`src/rtl/sd_seq_pkg.sv`:
```
package sd_seq_pkg;
    typedef enum logic [1:0] {
        S_IDLE = 2'd0,
        S_MOVE = 2'd1,
        S_STOP = 2'd2
    } seq_state_t;

    localparam int NFLAG   = 8;
    localparam int F_DONE  = 0;
    localparam int F_DCRC  = 1;
    localparam int F_DEND  = 2;
    localparam int F_DTMO  = 3;
    localparam int F_SNE   = 4;
    localparam int F_STMO  = 5;
    localparam int F_SCRC  = 6;
    localparam int F_SEND  = 7;
endpackage

```
`src/rtl/sd_byte_ctr.sv`:
```
module sd_byte_ctr #(
    parameter int SIZE_W = 12
) (
    input  logic              clk,
    input  logic              rst_n,
    input  logic              clr,
    input  logic              step,
    input  logic [SIZE_W-1:0] size,
    output logic [SIZE_W-1:0] cnt,
    output logic              last
);
    localparam logic [SIZE_W-1:0] ONE = SIZE_W'(1);

    assign last = (cnt == size - ONE);

    always_ff @(posedge clk or negedge rst_n) begin
        if (!rst_n)     cnt <= '0;
        else if (clr)   cnt <= '0;
        else if (step)  cnt <= last ? '0 : cnt + ONE;
    end


    byte_in_range_chk: assert property (@(posedge clk) disable iff (!rst_n)
        step |-> (cnt < size));
endmodule

```
`src/rtl/sd_blk_ctr.sv`:
```
module sd_blk_ctr #(
    parameter int CNT_W = 16
) (
    input  logic             clk,
    input  logic             rst_n,
    input  logic             clr,
    input  logic             load,
    input  logic [CNT_W-1:0] load_val,
    input  logic             dec,
    output logic [CNT_W-1:0] left,
    output logic             last
);
    assign last = (left == CNT_W'(1));

    always_ff @(posedge clk or negedge rst_n) begin
        if (!rst_n)     left <= '0;
        else if (clr)   left <= '0;
        else if (load)  left <= load_val;
        else if (dec)   left <= left - CNT_W'(1);
    end


    blk_no_underflow_chk: assert property (@(posedge clk) disable iff (!rst_n)
        dec |-> (left != '0));
endmodule

```
`src/rtl/sd_seq_flags.sv`:
```
module sd_seq_flags #(
    parameter int N = 8
) (
    input  logic         clk,
    input  logic         rst_n,
    input  logic         clr,
    input  logic [N-1:0] set,
    output logic [N-1:0] flags
);
    for (genvar i = 0; i < N; i++) begin : g_flag
        always_ff @(posedge clk or negedge rst_n) begin
            if (!rst_n)      flags[i] <= 1'b0;
            else if (clr)    flags[i] <= 1'b0;
            else if (set[i]) flags[i] <= 1'b1;
        end
    end
endmodule

```
`src/rtl/sd_xfer_seq.sv`:
```
module sd_xfer_seq
    import sd_seq_pkg::*;
#(
    parameter int SIZE_W = 12,
    parameter int CNT_W  = 16
) (
    input  logic              clk,
    input  logic              rst_n,
    input  logic              dp_rst,
    input  logic              start,
    input  logic              cfg_data_en,
    input  logic              cfg_read,
    input  logic              cfg_multi,
    input  logic              cfg_cnt_en,
    input  logic              cfg_auto_stop,
    input  logic [SIZE_W-1:0] cfg_blk_size,
    input  logic [CNT_W-1:0]  cfg_blk_cnt,
    input  logic              byte_stb,
    input  logic              dat_crc_in,
    input  logic              dat_end_in,
    input  logic              dat_tmo_in,
    output logic              stop_req,
    input  logic              stop_ack,
    input  logic              stop_tmo_in,
    input  logic              stop_crc_in,
    input  logic              stop_end_in,
    output logic              dat_active,
    output logic              dat_inhibit,
    output logic              xfer_read,
    output logic [CNT_W-1:0]  blks_left,
    output logic              xfer_done,
    output logic              dat_crc_err,
    output logic              dat_end_err,
    output logic              dat_tmo,
    output logic              stop_ne,
    output logic              stop_tmo,
    output logic              stop_crc_err,
    output logic              stop_end_err
);
    seq_state_t        state, nxt;
    logic [SIZE_W-1:0] size_r;
    logic              auto_r;
    logic [SIZE_W-1:0] byte_cnt;
    logic              byte_last, blk_last;
    logic [NFLAG-1:0]  fset, flags;

    logic counted, accept, in_move, err_any, step, blk_fin, stop_ok;

    assign counted = cfg_multi & cfg_cnt_en;
    assign accept  = (state == S_IDLE) && start && cfg_data_en &&
                     (cfg_blk_size != '0) && !(counted && (cfg_blk_cnt == '0));
    assign in_move = (state == S_MOVE);
    assign err_any = in_move && (dat_crc_in || dat_end_in || dat_tmo_in);
    assign step    = in_move && !err_any && byte_stb;
    assign blk_fin = step && byte_last;
    assign stop_ok = (state == S_STOP) && stop_ack;

    always_comb begin
        nxt = state;
        unique case (state)
            S_IDLE: if (accept) nxt = S_MOVE;
            S_MOVE: begin
                if (err_any)                   nxt = S_IDLE;
                else if (blk_fin && blk_last)  nxt = auto_r ? S_STOP : S_IDLE;
            end
            S_STOP: if (stop_ack) nxt = S_IDLE;
            default: nxt = S_IDLE;
        endcase
    end

    always_ff @(posedge clk or negedge rst_n) begin
        if (!rst_n)      state <= S_IDLE;
        else if (dp_rst) state <= S_IDLE;
        else             state <= nxt;
    end

    always_ff @(posedge clk or negedge rst_n) begin
        if (!rst_n) begin
            dat_active  <= 1'b0;
            dat_inhibit <= 1'b0;
            stop_req    <= 1'b0;
            xfer_read   <= 1'b0;
            size_r      <= '0;
            auto_r      <= 1'b0;
        end else begin
            dat_active  <= !dp_rst && (nxt != S_IDLE);
            dat_inhibit <= !dp_rst && (nxt != S_IDLE);
            stop_req    <= !dp_rst && (nxt == S_STOP);
            if (accept) begin
                xfer_read <= cfg_read;
                size_r    <= cfg_blk_size;
                auto_r    <= cfg_auto_stop;
            end
        end
    end

    always_comb begin
        fset         = '0;
        fset[F_DONE] = (blk_fin && blk_last && !auto_r) || stop_ok;
        fset[F_DCRC] = in_move && dat_crc_in;
        fset[F_DEND] = in_move && dat_end_in;
        fset[F_DTMO] = in_move && dat_tmo_in;
        fset[F_SNE]  = err_any && auto_r;
        fset[F_STMO] = stop_ok && stop_tmo_in;
        fset[F_SCRC] = stop_ok && stop_crc_in;
        fset[F_SEND] = stop_ok && stop_end_in;
    end

    sd_byte_ctr #(.SIZE_W(SIZE_W)) u_byte (
        .clk(clk), .rst_n(rst_n), .clr(accept || dp_rst), .step(step),
        .size(size_r), .cnt(byte_cnt), .last(byte_last)
    );

    sd_blk_ctr #(.CNT_W(CNT_W)) u_blk (
        .clk(clk), .rst_n(rst_n), .clr(dp_rst), .load(accept),
        .load_val(counted ? cfg_blk_cnt : CNT_W'(1)), .dec(blk_fin && !dp_rst),
        .left(blks_left), .last(blk_last)
    );

    sd_seq_flags #(.N(NFLAG)) u_flags (
        .clk(clk), .rst_n(rst_n), .clr(accept), .set(fset), .flags(flags)
    );

    assign xfer_done    = flags[F_DONE];
    assign dat_crc_err  = flags[F_DCRC];
    assign dat_end_err  = flags[F_DEND];
    assign dat_tmo      = flags[F_DTMO];
    assign stop_ne      = flags[F_SNE];
    assign stop_tmo     = flags[F_STMO];
    assign stop_crc_err = flags[F_SCRC];
    assign stop_end_err = flags[F_SEND];


    dp_rst_clears_chk: assert property (@(posedge clk) disable iff (!rst_n)
        dp_rst |=> (!dat_active && blks_left == '0 && byte_cnt == '0));

    stop_hold_chk: assert property (@(posedge clk) disable iff (!rst_n)
        (stop_req && !stop_ack && !dp_rst) |=> stop_req);

    stop_after_last_chk: assert property (@(posedge clk) disable iff (!rst_n)
        $rose(stop_req) |-> (blks_left == '0));

    err_left_chk: assert property (@(posedge clk) disable iff (!rst_n)
        ($rose(dat_crc_err) || $rose(dat_end_err) || $rose(dat_tmo)) |->
            (blks_left != '0 && !dat_active));

    done_idle_chk: assert property (@(posedge clk) disable iff (!rst_n)
        $rose(xfer_done) |-> (!dat_active && !stop_req));
endmodule

```
`config.mk`:
```
export PLATFORM = sky130hd
export DESIGN_NAME = sd_xfer_seq
export DESIGN_NICKNAME = d
export VERILOG_FILES = /design/src/rtl/sd_seq_pkg.sv /design/src/rtl/sd_byte_ctr.sv /design/src/rtl/sd_blk_ctr.sv /design/src/rtl/sd_seq_flags.sv /design/src/rtl/sd_xfer_seq.sv
export SDC_FILE = /design/constraint.sdc
export NUM_CORES = 1
export LEC_CHECK = 0
export CAP_MARGIN = 20
export CELL_PAD_IN_SITES_DETAIL_PLACEMENT = 1
export CELL_PAD_IN_SITES_GLOBAL_PLACEMENT = 2
export CORE_UTILIZATION = 30
export DETAILED_ROUTE_END_ITERATION = 8
export GPL_TIMING_DRIVEN = 0
export PLACE_DENSITY = 0.85
export SKIP_CTS_REPAIR_TIMING = 1
export SLEW_MARGIN = 20
export SYNTH_ARGS = -nofsm -noshare
export SYNTH_HDL_FRONTEND = slang
export SYNTH_SLANG_ARGS = --single-unit
export TNS_END_PERCENT = 1
```
`constraint.sdc`:
```
create_clock -name clk -period 4.2 [get_ports clk]
set_input_delay 1.05 -clock clk [delete_from_list [all_inputs] [get_ports clk]]
set_output_delay 1.05 -clock clk [all_outputs]
set_load 0.01 [all_outputs]
```
After elaboration in Yosys (flattened, before gate mapping)
Cells that the tools add are included.
Widths: inputs -> output; s select.
Word-level totals
  bits in registers: 54
  input port bits: 45
  output and inout port bits: 28
  logic and storage cells: 99
Operators by class
  add/sub/neg operators: 3
  eq/ne operators: 5
  muxes and demuxes: 30
  bitwise logic cells: 1
  reduce and logical (&&, ||, !) cells: 44
Operators by type and width (number)
  $mux 16: 4
  $mux 12: 3
  $logic_and 1x1->1: 22
  $reduce_bool 2->1: 10
  $eq 16x1->1 const B: 1
  $logic_not 16->1: 1
  $mux 1: 16
  $sub 16x1->16 const B: 1
  $add 12x1->12 const B: 1
  $eq 12x12->1: 1
  $mux 2: 6
  $reduce_bool 12->1: 1
  $sub 12x1->12 const B: 1
  $pmux 2 s3: 1
  $eq 2x2->1 const B: 2
  $logic_not 1->1: 4
  $logic_or 1x1->1: 4
  $reduce_bool 3->1: 1
  $eq 2x1->1 const B: 1
  $logic_not 2->1: 1
  $and 1x1->1: 1

Longest topological paths before layout
Gate-level depths: netlist of run 1.
  word-level depth: 13
  gate-level depth with buffers: 13
  depth with buffers taken out: 9

Modules after synthesis
A second synthesis of run 1 with hierarchy kept.
Unflattened totals
  cells, all modules: 373
  area, all modules: 3595.9 sq um
Modules (own cells, without submodules)
  sd_byte_ctr: times used 1, cells each 158, area each 1288.7 sq um, seq. area each 300.3 sq um
  sd_xfer_seq: times used 1, cells each 94, area each 1052.3 sq um, seq. area each 450.4 sq um
  sd_blk_ctr: times used 1, cells each 105, area each 974.7 sq um, seq. area each 400.4 sq um
  sd_seq_flags: times used 1, cells each 16, area each 280.3 sq um, seq. area each 200.2 sq um

Worst setup path after synthesis of run 1
Ideal clock, no wire load.
  kind: flip-flop to flip-flop
  start point: reg size_r[2]
  end point: reg u_blk.left[3]
  setup time: 0.125 ns
  arrival time: 2.993 ns
  required time: 4.075 ns
  path slack: 1.082 ns
  stages on the path, launching flop included: 10
  buffers on the path: 2
  clock period less this slack: 3.118 ns
  cells stage by stage: dfrtp_1 > or4_4 > buf_6 > nor4_4 > xnor2_1 > or4_4 > buf_6 > nor4_4 > nand2b_1 > mux2_2
On the way
  longest elaborated chain between the ends: 5
Ends and longest elaborated chain
  from (decl): RTL line sd_xfer_seq.sv:41  | logic [SIZE_W-1:0] size_r;
  from (signal assigned): RTL line sd_xfer_seq.sv:91  | size_r <= cfg_blk_size;
  $sub 12x1->12: RTL line sd_byte_ctr.sv:14  | assign last = (cnt == size - ONE);
  $eq 12x12->1: RTL line sd_byte_ctr.sv:14
  $logic_and 1x1->1: RTL line sd_xfer_seq.sv:55  | assign blk_fin = step && byte_last;
  $logic_and 1x1->1: RTL line sd_xfer_seq.sv:116  | .load_val(counted ? cfg_blk_cnt : CNT_W'(1)), .dec(blk_fin && !dp_rst),
  $reduce_bool 3->1 (no source line)
  to (signal assigned): RTL line sd_blk_ctr.sv:18  | else if (load) left <= load_val;
  to (signal assigned): RTL line sd_blk_ctr.sv:19  | else if (dec) left <= left - CNT_W'(1);
  to (decl): RTL line sd_blk_ctr.sv:10  | output logic [CNT_W-1:0] left,
Every way passes these cells.
A chain may end at the register's enable or synchronous reset.

Worst setup path in the final report of run 1
  start point: in cfg_blk_cnt[9]
  end point: reg u_blk.left[8]
On the way
  longest elaborated chain between the ends: 6
  elaborated cells on any way between the ends: 7
  those cells by class: 2 x mux; 5 x reduce/logical
Ends and longest elaborated chain
  from (decl): RTL line sd_xfer_seq.sv:17  | input logic [CNT_W-1:0] cfg_blk_cnt,
  $logic_not 16->1 (*): RTL line sd_xfer_seq.sv:51  | (cfg_blk_size != '0) && !(counted && (cfg_blk_cnt == '0));
  $logic_and 1x1->1 (*): RTL line sd_xfer_seq.sv:51
  $logic_not 1->1 (*): RTL line sd_xfer_seq.sv:51
  $logic_and 1x1->1 (*): RTL line sd_xfer_seq.sv:51
  $mux 16: RTL line sd_blk_ctr.sv:18
  $mux 16: RTL line sd_blk_ctr.sv:17  | else if (clr) left <= '0;
Mark *: on every way between the ends. The rest lies on a longest branch, timed or not.

==> impl_metrics.ini, run 1 <==
[cts]
cts.sinks = 54
cts-root-buf = clkbuf_16
cts_buffers = 5
cts_buffer_depth = 2
cts_tree = done
path_clk_slew_ns = 0.08
cts.htree.levels = 2
clk_latency_ns = 0.30

[synth]
synth_common_cells = nand2_1, dfrtp_1, nor2_1, nand3_1, nor3_1
synth.area.top_cells = dfrtp_1, nand2_1, nor2_1
synth_ff_type = dfrtp_1
ys_warn_count = 0
synth_cell_types = 57
synth_fp_nets = 443
synthArstFlopShare = 1.000
synth_top_cell_area_share = 0.3976
yosysMostFrequentCell = nand2_1
synth-edff-count = 0
yosysSeqAreaShare = 0.3976
synth_area_um2 = 3398
syn_avg_cell_area_um2 = 8.625
synth_top_area_cell = dfrtp_1
synth_seq_cells = 54
synth_cells = 394

[die]
dieArea_um2 = 11760
core.rowCount = 38
core_area_um2 = 10940
die_x_um = 108.4
start_util = 0.3108
ios = 73
die_h_um = 108.4

[timing]
rsz0062_at_grt = false
fmax_mhz = 254.6
finalSetupViolCount = 0
skew_ns = 0.005204
hold_viol_final = 0
tightestPinTransition_ns = 0.8440
fin_tns_setup_ns = 0
fin_ws_ns = 0.2725
period_minus_slack_ns = 3.927
final.period_utilization = 0.9351
timing.final.max_slew_violations = 0
max_slew_margin = 0.4363

[route]
drt.antenna.violating_nets = 0
routed_wl_um = 11000
viasPerCell = 5.415
drc = 0
drt_first_pass_iters = 4
drt_iter0_markers = 103
vias = 3330
wl_per_cell_um = 17.89

[place]
hpwl_um = 8547
port_buffers = 72
place.gp.congestion = 0.8123
place_ws_ns = 0.04612

[power_and_ir_drop]
ir_drop_uv = 166.6
p_leak_nw = 1.818
switchingPower_mw = 0.4650
p_clk_frac = 0.342
switching_share = 0.3165
combPwrFrac = 0.252
powerDensity_nw_per_um2 = 327.6
p_int_mw = 1.004
seqPwrFrac = 0.406

[worst_setup_path]
crit_required_ns = 4.44
reg2reg_depth = 11
criticalPathCategory = primary input to flip-flop
endpoint_kind = flip-flop
cp_slowest_cell = nor4_1
critPathLaunchType = primary input
r2r_slack_ns = 0.67
slowest_delay_ns = 0.61
critical_path_peak_fanout = 10
cp.arrival_ns = 4.16
worstPathCellList = clkdlybuf4s50_1 > nor4_1 > nand4_1 > o21a_1 > clkbuf_1 > nor2_1 > clkbuf_1 > clkbuf_1 > nand4_1 > nand3_1
crit_top_cell = clkbuf_1

[finish]
layout-drive-gt1-share = 0.06526
nets = 523
area_growth_pct = 31.96
diodes = 0

[global_routing]
overflow = 0
grtUsageTotal = 0.1986
grt_pass1_wl_um = 18040
grt_max_degree = 42
grt_pass1_vias = 3484
antenna_found_initial = 0

[run]
maxCapViolCount = 0

[status]
status = finished, final reports clean

[hold_path]
hold_class = flip-flop to flip-flop
hold_depth = 2
## kinds of logic (layout without fill, tap and decap cells)
kind of cell,after synthesis,in the layout,share of synthesized area
simple gates,206,206,0.3288
compound gates,69,69,0.1406
flops,54,54,0.3976
buf+inv,33,114,0.04418
xor+xnor,24,24,0.06186
fa+ha+maj,4,4,0.01473
mux,4,4,0.01215
## critical path, delay by kind of cell
kind            cells  cell delay [ns]
compound gates      1             0.22
buf+inv             4             1.50
simple gates        5             1.38
## stage by stage
stage               instance area [µm²]    util  hold WS [ns]  instances  total power, mW
floorplan                          3398       -        0.4665        394           0.8106
global placement                   4294  0.3927        0.4649        606           0.9647
detailed placement                 4312  0.3943        0.4745        607           0.9779
CTS                                4484  0.4101        0.4920        615            1.484
global route                       4484  0.4101        0.5236        615            1.535
finish                             4484  0.4101        0.4874        615            1.469
## flip-flops by register name, summed over array words and instances, names as in the netlist
signal         cells
xfer_read          1
state              2
u_blk.left        16
u_flags.flags      8
u_byte.cnt        12
size_r            12
auto_r             1
dat_inhibit        1
stop_req           1
## power groups by stage
stage	logic, mW	clock network (mW)	registers (mW)
6_report	0.370	0.502	0.597
5_1_grt	0.407	0.525	0.603
4_1_cts	0.374	0.514	0.597
3_5_place_dp	0.371	0	0.607
3_3_place_gp	0.359	0	0.606
2_1_floorplan	0.212	0	0.599
## layer usage
metal,GRT usage,wire (µm)
met1,0.2571,5002
met2,0.3422,5486
met3,0.03195,363
met4,0.05019,152
met5,0,0
## worst paths after layout
kind / endpoint / from
max in group asynchronous: u_blk.left[2] / rst_n
worst min register to register: xfer_read / xfer_read
min in group asynchronous: size_r[9] / rst_n
worst max-delay path: u_blk.left[8] / cfg_blk_cnt[9]
worst min-delay path: xfer_read / xfer_read
worst max register to register: u_byte.cnt[2] / size_r[0]
## layout make-up
class                      count  area [µm²]
clock inverter                 3       47.55
tap                          140       175.2
timing repair buffer          73       738.2
fill                        1315        6451
inverter                      11       41.29
multi-input combinational    307        1897
clock buffer                   5       125.1
buffer                        22       108.9
sequential                    54        1351
## layout by cell type, fill, tap and decap left out, types with 4 or more instances in the layout
| master | n |
|---|---|
| clkbuf_16 | 5 |
| ha_1 | 4 |
| inv_1 | 11 |
| o21ai_0 | 11 |
| dfrtp_1 | 54 |
| a31oi_1 | 10 |
| a32oi_1 | 4 |
| nor2_1 | 33 |
| nor4_4 | 4 |
| and3_1 | 5 |
| nand2_1 | 65 |
| nor4_1 | 12 |
| nand3b_1 | 6 |
| or3_1 | 7 |
| nand2b_1 | 4 |
| a21oi_1 | 13 |
| clkbuf_1 | 15 |
| clkdlybuf4s50_1 | 71 |
| xnor2_1 | 12 |
| o31ai_1 | 4 |
| nor3_1 | 19 |
| xor2_1 | 12 |
| or4_1 | 6 |
| buf_4 | 4 |
| nand3_1 | 23 |
(Power assumes the default switching activity.)
==> run 2, diff against run 1 <==
--- a/config.mk
+++ b/config.mk
@@ -5,12 +5,14 @@
 export SDC_FILE = /design/constraint.sdc
 export NUM_CORES = 1
 export LEC_CHECK = 0
+export ABC_AREA = 1
 export CAP_MARGIN = 20
 export CELL_PAD_IN_SITES_DETAIL_PLACEMENT = 1
 export CELL_PAD_IN_SITES_GLOBAL_PLACEMENT = 2
-export CORE_UTILIZATION = 30
+export CORE_UTILIZATION = 28
 export DETAILED_ROUTE_END_ITERATION = 8
 export GPL_TIMING_DRIVEN = 0
+export MAX_ROUTING_LAYER = met4
 export PLACE_DENSITY = 0.85
 export SKIP_CTS_REPAIR_TIMING = 1
 export SLEW_MARGIN = 20
==> run 2 against run 1 <==
  * Die area is 13% higher
  * Routed wire length is 7.0% higher
  * Fmax is 17% higher
  * Synthesized cell count is 33% higher
  * Clock power is 15% lower
  * Largest cell class unchanged
  * Clock-buffer cell count stayed put
  * Flip-flop and latch count stayed put
  * Worst hold slack worse by 0.0037 ns
  * Clock skew is 0.0031 ns higher
  * Non-clock buffer count is 9 lower
==> impl_metrics.ini, run 2 <==
[status]
status = finished, final reports clean

[route]
drt.antenna.violating_nets = 0
wl_per_cell_um = 15.18
drt_first_pass_iters = 4
routed_wl_um = 11780
drt_iter0_markers = 88
drc = 0
vias = 3666
viasPerCell = 4.724

[cts]
cts.htree.levels = 2
cts-root-buf = clkbuf_16
cts_tree = done
path_clk_slew_ns = 0.07
cts_buffer_depth = 2
cts.sinks = 54
clk_latency_ns = 0.31
cts_buffers = 5

[global_routing]
overflow = 0
grt_pass1_wl_um = 19630
antenna_found_initial = 0
grt_max_degree = 34
grtUsageTotal = 0.1994
grt_pass1_vias = 3962

[power_and_ir_drop]
p_leak_nw = 2.234
powerDensity_nw_per_um2 = 348.6
switchingPower_mw = 0.6108
p_clk_frac = 0.262
p_int_mw = 1.026
ir_drop_uv = 144.7
combPwrFrac = 0.348
switching_share = 0.3732
power_mw = 1.637
seqPwrFrac = 0.391

[die]
die_x_um = 115.5
start_util = 0.2869
ios = 73
dieArea_um2 = 13340
core.rowCount = 41
die_h_um = 115.5
core_area_um2 = 12570

[finish]
area_growth_pct = 30.19
fill_cells = 1579
reg_top3 = u_blk.left (16), size_r (12), u_byte.cnt (12)
final_common_cell = nand2_1
utilization = 0.3735
final_cell_mix = nand2_1, clkdlybuf4s50_1, inv_1
design_area_um2 = 4695
nets = 653
layout-drive-gt1-share = 0.06291
largest_reg_flops = 16
diodes = 0
largest-register = u_blk.left

[timing]
rsz0062_at_grt = false
finalSetupViolCount = 0
hold_viol_final = 0
fmax_mhz = 296.9
period_minus_slack_ns = 3.368
max_slew_margin = 0.5769
final.period_utilization = 0.8020
fin_hold_ws_ns = 0.4837
skew_ns = 0.008323
tightestPinTransition_ns = 0.6347
fin_tns_setup_ns = 0
timing.final.max_slew_violations = 0

[place]
place_area_um2 = 4559
hpwl_um = 9249
port_buffers = 72
place.gp.congestion = 0.9035

[worst_setup_path]
endpoint_kind = flip-flop
worstPathCellList = clkdlybuf4s50_1 > nand2_1 > inv_2 > nand2_1 > nor4_1 > nand4_1 > nand2_1 > nand2_1 > a31oi_4 > buf_6 > nand2_1 > o21ai_1
crit_required_ns = 4.43
critPathLaunchType = primary input
crit_top_cell = nand2_1
cp_slowest_cell = clkdlybuf4s50_1
slowest_delay_ns = 0.45
criticalPathCategory = primary input to flip-flop
cp.arrival_ns = 3.60
critical_path_peak_fanout = 10
path_delay_family = simple AND/OR/NAND/NOR gates
path_buf_inv = 3

[synth]
synth_area_um2 = 3606
synth_cell_types = 36
ys_warn_count = 0
synth_cells = 524
synth_top_cell_area_share = 0.3747
synthArstFlopShare = 1.000
syn_avg_cell_area_um2 = 6.882
synth.area.top_cells = dfrtp_1, nand2_1, inv_1
synth_ff_type = dfrtp_1
synth_top_area_cell = dfrtp_1
yosysMostFrequentCell = nand2_1
synth_common_cells = nand2_1, inv_1, nor2_1, dfrtp_1, nand3_1
synth_seq_cells = 54
synth_fp_nets = 573
synth-edff-count = 0
yosysSeqAreaShare = 0.3747

[hold_path]
hold_class = flip-flop to flip-flop

[run]
maxCapViolCount = 0
run 2: cell type report:
cell class / count / area [µm²] / share of cell area
timing repair buffer: 73 / 738.2 / 0.1572
inverter: 68 / 255.2 / 0.05437
clock buffer: 5 / 125.1 / 0.02665
clock inverter: 2 / 10.01 / 0.002132
sequential: 54 / 1351 / 0.2878
multi-input combinational: 389 / 1922 / 0.4094
tap: 172 / 215.2 / 0.04584
buffer: 13 / 77.57 / 0.01652
run 2: through the flow:
| stage | setup WS, ns | instances |
|---|---|---|
| after detailed placement | 0.4310 | 769 |
| final | 0.8316 | 776 |
| after CTS | 0.7451 | 776 |
| after global placement | 0.1816 | 768 |
| after floorplan | 1.791 | 524 |
| after global routing | 0.5392 | 776 |
run 2: worst paths after layout:
check	from	endpoint	slack (ns)	depth (start not counted)
setup / recovery	cfg_multi	u_blk.left[7]	0.83	12
hold / removal	xfer_read	xfer_read	0.48	2
setup reg to reg	size_r[0]	u_blk.left[7]	1.75	13
hold reg to reg	xfer_read	xfer_read	0.48	2
max in group asynchronous	rst_n	u_blk.left[1]	3.07	2
min in group asynchronous	rst_n	u_flags.flags[0]	0.63	1
run 2: kinds of logic (layout without fill, tap and decap cells):
kind of cell	after synthesis	in the layout	synth area share
flops	54	54	0.3747
mux	1	1	0.002776
simple gates	310	310	0.3824
fa+ha+maj	4	4	0.01388
xor+xnor	19	19	0.04615
compound gates	55	55	0.08779
buf+inv	81	161	0.09229
run 2: layer usage:
metal | track usage | vias up | part of all wire
met5 | - | - | 0
met4 | 0.06580 | 0 | 0.019
met3 | 0.03452 | 13 | 0.025
met2 | 0.3557 | 52 | 0.51
met1 | 0.2249 | 1782 | 0.45
li1 | - | 1819 | -
run 2: power groups by stage:
stage	registers, mW	logic [mW]	clock network (mW)
6_report	0.640	0.569	0.428
5_1_grt	0.651	0.638	0.463
4_1_cts	0.641	0.576	0.442
3_5_place_dp	0.650	0.569	0
3_3_place_gp	0.649	0.552	0
2_1_floorplan	0.649	0.328	0
run 2: worst min-delay path, stage by stage (launching register included):
cell and delay (ns):
dfrtp_1 0.34, nand2_1 0.06, nand2_1 0.06
